<file path="src/rtl/rst_ctrl_stat.sv">
module rst_ctrl_stat (
  input  logic        clk,
  input  logic        pwr_rst_n,
  input  logic        sys_rst,
  input  logic        btn_por_evt,
  input  logic        btn_xir_evt,
  input  logic        wr_en,
  input  logic        addr_hi,
  input  logic [31:0] wdata,
  output logic [31:0] rdata,
  output logic        rst_req,
  output logic        first_rst_pend
);
  localparam logic [31:0] LIVE_MASK = 32'hF800_0000;
  localparam logic [31:0] W1C_MASK  = 32'h9800_0000;
  localparam logic [31:0] SET_MASK  = 32'h6000_0000;
  localparam logic [31:0] POR_ONLY  = 32'h8000_0000;
  localparam int          SOFT_POR  = 30;
  localparam int          SOFT_XIR  = 29;

  logic [31:0] stat;
  logic [31:0] wv;
  logic [31:0] evt;
  logic [31:0] nxt;

  assign wv  = (wr_en && addr_hi && !sys_rst) ? (wdata & LIVE_MASK) : 32'h0;
  assign evt = {3'b000, btn_por_evt, btn_xir_evt, 27'h0};
  assign nxt = (stat & ~(wv & W1C_MASK)) | (wv & SET_MASK) | evt;

  always_ff @(posedge clk) begin
    if (!pwr_rst_n) begin
      stat           <= 32'h0;
      first_rst_pend <= 1'b1;
      rst_req        <= 1'b0;
    end else if (sys_rst) begin
      if (first_rst_pend) begin
        stat           <= POR_ONLY;
        first_rst_pend <= 1'b0;
      end
      rst_req <= 1'b0;
    end else begin
      stat <= nxt;
      if (wv[SOFT_POR]) first_rst_pend <= 1'b1;
      rst_req <= wv[SOFT_POR] | wv[SOFT_XIR];
    end
  end

  assign rdata = addr_hi ? stat : 32'h0;
endmodule


</file>
<file path="config.mk">
export PLATFORM = sky130hd
export DESIGN_NAME = rst_ctrl_stat
export DESIGN_NICKNAME = d
export VERILOG_FILES = /design/src/rtl/rst_ctrl_stat.sv
export SDC_FILE = /design/constraint.sdc
export NUM_CORES = 1
export LEC_CHECK = 0
export ABC_CLOCK_PERIOD_IN_PS = 900
export BUFFER_PORTS_ARGS = -buffer_cell sky130_fd_sc_hd__buf_4
export CAP_MARGIN = 10
export CORE_MARGIN = 5
export CORE_UTILIZATION = 29
export DETAILED_ROUTE_END_ITERATION = 10
export PLACE_DENSITY = 0.87
export SLEW_MARGIN = 10
export SYNTH_ARGS = -nofsm -noshare
export SYNTH_HDL_FRONTEND = slang
export SYNTH_SLANG_ARGS = --single-unit
</file>
<file path="constraint.sdc">
create_clock -name clk -period 0.9 [get_ports clk]
set_clock_uncertainty 0.15 [all_clocks]
set_input_delay 0.135 -clock clk [delete_from_list [all_inputs] [get_ports clk]]
set_output_delay 0.135 -clock clk [all_outputs]
set_load 0.01 [all_outputs]
</file>
# Word-level counts from Yosys, hierarchy flattened
# Index checks and enable logic that the tools add are counted.
# totals
out_inout_bits,34
ff_bits,34
wordCells,21
inputBits,39
# classes
n_bitwise,6
n_eq_ne,1
n_reduce_logical,5
n_mux,6
# ops
operator,n
32-bit two-way mux,4
32-bit AND,1
32-bit NOT,1
32-bit by 29-bit bitwise OR with 32-bit output,1
32-bit by 31-bit bitwise OR with 32-bit output,1
1-bit logical AND,2
1-bit two-way mux,2
2-bit by 1-bit != test with 1-bit output (second input constant),1
2-bit nonzero test,1
2-bit OR reduction,1
1-bit logical NOT,1
1-bit NOT,1
1-bit bitwise OR,1

# Longest topological paths before layout
# Gate-level depths: netlist (run 1).
# depth
word_depth,8
ltp_mapped,3

# Least setup slack after synthesis (run 1)
# Ideal clock, no wire load.
# synth_path
path_kind,flip-flop to flip-flop
startpoint,register first_rst_pend
endpoint,register stat[29]
slack_ps,-28
path_buffers,0
stages_incl_launch_ff,3
arrival_ps,664
cell_sequence,dfxtp_1 a21boi_1 o21a_1
# synth_via
elab_chain_cells,1
# synth_rtl
element,line_no,source
from (decl),12,output logic first_rst_pend
from (signal assigned),33,first_rst_pend <= 1'b1;
from (signal assigned),38,first_rst_pend <= 1'b0;
from (signal assigned),43,if (wv[SOFT_POR]) first_rst_pend <= 1'b1;
2-bit by 1-bit != test with 1-bit output (no line),-,
to (signal assigned),42,stat <= nxt;
to (decl),21,logic [31:0] stat;
# No other way between the ends.
# A chain may end at the register's enable or synchronous reset.

# Worst setup path after layout (run 1)
# layout_path
startpoint,register stat[27]
endpoint,output port rdata[27]
# layout_via
elab_chain_cells,1
# layout_rtl
element,line_no,source
32-bit two-way mux,48,assign rdata = addr_hi ? stat : 32'h0;
to (decl),10,"output logic [31:0] rdata,"
# No other way between the ends.

==> results of run 1 <==
[layer usage]
metal / vias to the layer above / share of wire [%]
met5: - / 0
met4: 0 / 0
li1: 220 / -
met3: 0 / 15
met2: 32 / 49
met1: 212 / 36
[report_power, final]
group	internal, mW	leakage (nW)	switching, mW	total (mW)
clock network	0.163	0.0177	0.130	0.293
logic	0.115	0.322	0.122	0.237
registers	0.329	0.0602	0.0105	0.340
total	0.608	0.400	0.263	0.870
[final cells by class]
| type | instances | area share [%] |
|---|---|---|
| timing repair buffer | 24 | 27.4 |
| multi-input combinational | 55 | 44.8 |
| inverter | 1 | 0.482 |
| clock inverter | 1 | 0.642 |
| tap | 27 | 4.33 |
| clock buffer | 3 | 2.89 |
| sequential | 7 | 19.4 |
[layout by cell type (no fill, tap or decap), types with 2 or more instances in the layout]
cell type / instances
and4b_1: 4
and2_4: 5
conb_1: 27
a21boi_2: 2
nand4b_1: 2
o21a_1: 2
o211ai_2: 2
clkbuf_4: 3
nand3b_1: 5
dfxtp_2: 6
buf_6: 9
buf_4: 15
[logic make-up (layout without fill, tap and decap cells)]
| kind of cell | Yosys count | after routing | synth area share [%] |
|---|---|---|---|
| other | 1 | 27 | 0.624 |
| AOI/OAI and AO/OA | 8 | 8 | 12.1 |
| DFF | 7 | 7 | 23.3 |
| buffers and inverters | 30 | 29 | 37.1 |
| and+or+nand+nor | 20 | 20 | 26.9 |
[final timing paths]
| kind | endpoint | depth (start not counted) |
|---|---|---|
| setup / recovery | rdata[27] | 2 |
| hold / removal | stat[28]$_SDFFE_PN0P_ | 3 |
| setup reg to reg | stat[31]$_SDFFE_PN0P_ | 3 |
| hold reg to reg | stat[31]$_SDFFE_PN0P_ | 2 |
[timing repair]
| item | 4_1_cts | 5_1_grt |
|---|---|---|
| gates resized for setup | 21 | 2 |
| buffers inserted | 4 | 0 |
| endpoints found under the hold margin | 3 | 1 |
| endpoints found under the setup margin | 8 | 12 |
[worst register-to-register path, stage by stage, from the launching register on]
cell and delay [ns]:
dfxtp_4 0.36, buf_6 0.11, a21o_1 0.14, o311a_1 0.11
[flip-flops by register name, indices dropped and copies added (netlist names)]
register and cells:
rst_req 1, first_rst_pend 1, stat 5
==> metrics.csv, run 1 <==
stage,metric,value,unit
status,status,"complete, but fails checks",
status,failed_checks,"hold timing, setup timing",
worst_setup_path,critPathArrivalTime,0.82,ns
clock_tree,clkTransAtPathRegs,0.06,ns
timing,fmax,908,MHz
worst_setup_path,timing.rr.start,first_rst_pend$_SDFFE_PN1P_,
timing,rsz0062_at_grt,yes,
drt,wire_per_inst,10.4,um
floorplan,die_h,55.5,um
power,worst_ir_drop_vdd,0.458,mV
worst_setup_path,worst-r2r-setup-slack,-0.08,ns
synthesis,ys_warn_count,0,
global_routing,gr-total-overflow,0,
clock_tree,clk_latency,0.26,ns
global_routing,grt_busiest_layer,met2,
worst_setup_path,cp_cell_sequence,and2_4 -> buf_6,
global_routing,antenna_found_initial,0,
global_routing,grt_use_met1,8.32,%
drt,num_vias,464,
min_path,min_from,btn_por_evt,
worst_setup_path,slowest_stage,dfxtp_2,
synthesis,ys_ff_latch,7,
timing,fin_hold_ws,-0.0104,ns
synthesis,yosysMostFrequentCell,buf_4,
synthesis,syn_area_per_cell,9.10,um^2
floorplan,ioPinCount,73,
final_layout,multiInputGateArea,349,um^2
drt,drc,0,
global_routing,grt_pass1_vias,444,
clock_tree,cts.sinks,7,
worst_setup_path,critPathRequiredTime,0.61,ns
final_layout,drive_gt1_share,49.5,%
global_routing,grt_pass1_wl,1.97,mm
synthesis,ys_seq_area_share,23.3,%
worst_setup_path,crit_path_end_kind,primary output,
global_routing,grt_use_met3,3.96,%
final_layout,final_util,39.7,%
synthesis,syn_inst,66,
synthesis,synth_commonest_cells,"buf_4 (27), dfxtp_1 (7), and2_2 (5), nand3b_1 (5), and4b_1 (4)",
drt,viasPerCell,3.93,
placed_design,dp.cells,110,
final_layout,n_antenna_cell,0,
floorplan,die_w,55.5,um
run,drv_cap,0,
timing,hold_viol,3,
floorplan,dieArea,3080,um^2
min_path,hold_path_class,input pin to flop,
clock_tree,clock_path_buffers,2,
clock_tree,cts_htree_levels,1,
final_layout,fin_area,779,um^2
timing,setup_viol,12,
placed_design,gp_congestion,0.724,
worst_setup_path,crit_fanout,2,
final_layout,synthToLayoutAreaGrowth,29.8,%
power,p_leak,0.400,nW
placed_design,dpl-instance-area,664,um^2
global_routing,grt_max_degree,16,
worst_setup_path,slowest_delay,0.32,ns
clock_tree,cts_buffers,3,
drt,first_iter_violations,5,
floorplan,rows,16,
synthesis,syn_area,601,um^2
timing,period_needed,1.10,ns
worst_setup_path,crit_path_start_kind,flop,
power,power_density,1120,nW/um^2
placed_design,port_buffers,18,
final_layout,fillers,198,
synthesis,synth.distinct_cells,19,
timing,finalCritPeriodShare,122,%
timing,setup_slack,-0.201,ns
placed_design,pre_cts_ws,-0.0740,ns
timing,tns,-1.43,ns
worst_setup_path,crit_family,flip-flops,
clock_tree,cts_tree,done,
synthesis,ys_top_cells_by_area,"buf_4 (34%), dfxtp_1 (23%), and4b_1 (6.7%)",
timing,final_max_slew_viol_count,0,
worst_setup_path,cp.buffers_inverters,1,
final_layout,final-seq-area,151,um^2
worst_setup_path,critPathKind,flop to primary output,
final_layout,layout.cells.non_filler,118,
floorplan,coreArea,1960,um^2
global_routing,met2_usage,13.5,%
synthesis,yosysTopAreaCell,buf_4,
drt,wl,1.23,mm
synthesis,yosys.area.top_type_share,33.8,%
final_layout,nets,131,
synthesis,synth_ff_type,dfxtp_1,
worst_setup_path,critPathLaunch,stat[27]$_SDFFE_PN0P_,
global_routing,grt_use_total,8.10,%
clock_tree,cts_root_buf,clkbuf_4,
synthesis,synth_edf_count,0,
floorplan,start_util,30.6,%
power,p_total,0.870,mW
synthesis,async_flop_share,0,%
drt,final_antenna_net_count,0,
drt,first_pass_iters,4,
(Power assumes the default switching activity.)
==> run 2, diff against run 1 <==
--- a/config.mk
+++ b/config.mk
@@ -5,13 +5,12 @@
 export SDC_FILE = /design/constraint.sdc
 export NUM_CORES = 1
 export LEC_CHECK = 0
-export ABC_CLOCK_PERIOD_IN_PS = 900
+export ABC_CLOCK_PERIOD_IN_PS = 1100
 export BUFFER_PORTS_ARGS = -buffer_cell sky130_fd_sc_hd__buf_4
 export CAP_MARGIN = 10
-export CORE_MARGIN = 5
-export CORE_UTILIZATION = 29
+export CORE_UTILIZATION = 32
 export DETAILED_ROUTE_END_ITERATION = 10
-export PLACE_DENSITY = 0.87
+export PLACE_DENSITY = 0.9
 export SLEW_MARGIN = 10
 export SYNTH_ARGS = -nofsm -noshare
 export SYNTH_HDL_FRONTEND = slang
==> constraint.sdc (replaced) <==
create_clock -name clk -period 1.1 [get_ports clk]
set_clock_uncertainty 0.15 [all_clocks]
set_input_delay 0.165 -clock clk [delete_from_list [all_inputs] [get_ports clk]]
set_output_delay 0.165 -clock clk [all_outputs]
set_load 0.01 [all_outputs]
==> run 2 against run 1 <==
Net effect:
- the run ends with setup timing left
- sequential cell count is the same
- worst setup slack improved by 0.18 ns
- power decreased by 21%
- clock power shrank 19%
- via count down 4.1%
- clock-buffer cell count is 1 higher
- combinational power shrank 29%
- first-iteration DRC count is 100% higher
- non-clock buffer count down 4
- cell count down 5.1%
- largest cell class unchanged
==> metrics.csv, run 2 (synthesis results as in run 1) <==
stage,metric,value,unit,change
drt,wire_per_inst,8.94,um,-14%
worst_setup_path,crit_fanout,2,,unchanged
clock_tree,clock_path_buffers,2,,unchanged
power,p_total,0.684,mW,-21%
clock_tree,cts_tree,done,,
worst_setup_path,cp_cell_sequence,and2_4 -> buf_6,,
final_layout,final-seq-area,150,um^2,-0.83%
final_layout,nets,127,,-3.1%
clock_tree,clkTransAtPathRegs,0.05,ns,about the same
worst_setup_path,critPathRequiredTime,0.78,ns,+0.17 ns
timing,final_max_slew_viol_count,0,,unchanged
worst_setup_path,critPathKind,flop to primary output,,
placed_design,gp_congestion,0.743,,+2.7%
final_layout,layout.cells.non_filler,112,,-5.1%
floorplan,die_h,45.3,um,-18%
floorplan,coreArea,1750,um^2,-11%
final_layout,fillers,199,,+0.51%
global_routing,antenna_found_initial,0,,unchanged
global_routing,grt_pass1_vias,368,,-17%
drt,drc,0,,unchanged
global_routing,grt_pass1_wl,1.49,mm,-24%
drt,num_vias,445,,-4.1%
timing,setup_slack,-0.0221,ns,+0.179 ns
floorplan,start_util,34.4,%,+3.8 points
placed_design,port_buffers,18,,unchanged
timing,finalCritPeriodShare,102,%,
floorplan,rows,15,,-1
timing,fmax,891,MHz,
final_layout,top_regs,"stat (5), first_rst_pend (1), rst_req (1)",,
clock_tree,clk_latency,0.25,ns,about the same
status,failed_checks,setup timing,,
drt,final_antenna_net_count,0,,unchanged
placed_design,place_hpwl,768,um,
worst_setup_path,crit_path_start_kind,flop,,
final_layout,largest_reg_flops,5,,unchanged
floorplan,dieArea,2050,um^2,-33%
worst_setup_path,crit_path_end_kind,primary output,,
timing,period_needed,1.12,ns,
global_routing,gr-total-overflow,0,,unchanged
clock_tree,cts_htree_levels,1,,unchanged
placed_design,dp.cells,106,,-3.6%
final_layout,top_register,stat,,
worst_setup_path,critPathArrivalTime,0.81,ns,about the same
floorplan,die_w,45.3,um,-18%
drt,viasPerCell,3.97,,+1.0%
global_routing,grt_use_total,10.4,%,+2.3 points
final_layout,multiInputGateArea,342,um^2,-2.2%
timing,setup_viol,5,,-7
power,worst_ir_drop_vdd,0.326,mV,-29%
clock_tree,cts.sinks,7,,unchanged
final_layout,synthToLayoutAreaGrowth,20.2,%,
drt,first_pass_iters,4,,unchanged
clock_tree,cts_root_buf,clkbuf_4,,
final_layout,drive_gt1_share,42.5,%,-6.9 points
final_layout,mostFrequentLayoutCells,"conb_1 (27), buf_4 (15)",,
global_routing,grt_max_degree,17,,+1
power,power_density,947,nW/um^2,-15%
timing,hold_viol,0,,-3
worst_setup_path,slowest_delay,0.31,ns,about the same
final_layout,layout_commonest_cell,conb_1,,
floorplan,ioPinCount,73,,unchanged
run,drv_cap,0,,unchanged
worst_setup_path,slowest_stage,dfxtp_2,,
timing,rsz0062_at_grt,yes,,
power,p_leak,0.373,nW,-6.9%
clock_tree,cts_buffers,3,,unchanged
final_layout,n_antenna_cell,0,,unchanged
min_path,hold_path_class,input pin to flop,,
drt,wl,1.00,mm,-18%
status,status,"complete, but fails checks",,
drt,first_iter_violations,10,,+5
[run 2: worst max-delay path, delay by kind of cell (launching register included)]
kind / cells / cell delay (ns)
DFF: 1 / 0.31
and+or+nand+nor: 1 / 0.13
buffers and inverters: 1 / 0.11
[run 2: layout make-up]
class / count / area share, %
multi-input combinational: 55 / 47.3
timing repair buffer: 20 / 23.4
sequential: 7 / 20.8
tap: 25 / 4.33
clock buffer: 4 / 3.64
inverter: 1 / 0.520
[run 2: report_power, final]
group,internal (mW),switching [mW],total (mW)
logic,0.0776,0.0901,0.168
clock network,0.139,0.0982,0.237
registers,0.270,0.00966,0.279
total,0.486,0.198,0.684
[run 2: repair_timing]
action                                  CTS  global route
endpoints found under the setup margin    6             6
setup buffers                             2             0
hold buffers                              0             0
resized for setup                        15             2
gates cloned                              0             0
[run 2: metrics by stage]
step / instance area [um^2] / utilization, % / hold slack (ns) / setup WS (ns) / TNS (ns)
5_1_grt: 722 / 41.4 / 0.0256 / -0.0542 / -0.207
2_1_floorplan: 698 / - / 0.181 / 0.172 / 0
6_report: 722 / 41.4 / 0.0183 / -0.0221 / -0.0938
3_3_place_gp: 646 / 37.0 / 0.275 / 0.118 / 0
3_5_place_dp: 646 / 37.0 / 0.281 / 0.0916 / 0
4_1_cts: 718 / 41.1 / 0.0101 / -0.0342 / -0.159
[run 2: worst paths after layout]
kind / depth (start not counted) / slack (ns) / end / from
max: 2 / -0.02 / rdata[28] / stat[28]$_SDFFE_PN0P_
min: 3 / 0.02 / stat[28]$_SDFFE_PN0P_ / btn_por_evt
max reg2reg: 3 / 0.21 / stat[28]$_SDFFE_PN0P_ / stat[28]$_SDFFE_PN0P_
min reg2reg: 2 / 0.37 / first_rst_pend$_SDFFE_PN1P_ / first_rst_pend$_SDFFE_PN1P_
[run 2: metal layers]
layer / wire length, um / share of wire (%) / vias up / GRT usage, %
met5: 0 / 0 / - / 0
met4: 0 / 0 / 0 / 7.27
met3: 97 / 9.7 / 0 / 2.40
met2: 499 / 50 / 33 / 17.1
met1: 403 / 40 / 198 / 11.9
li1: - / - / 214 / -
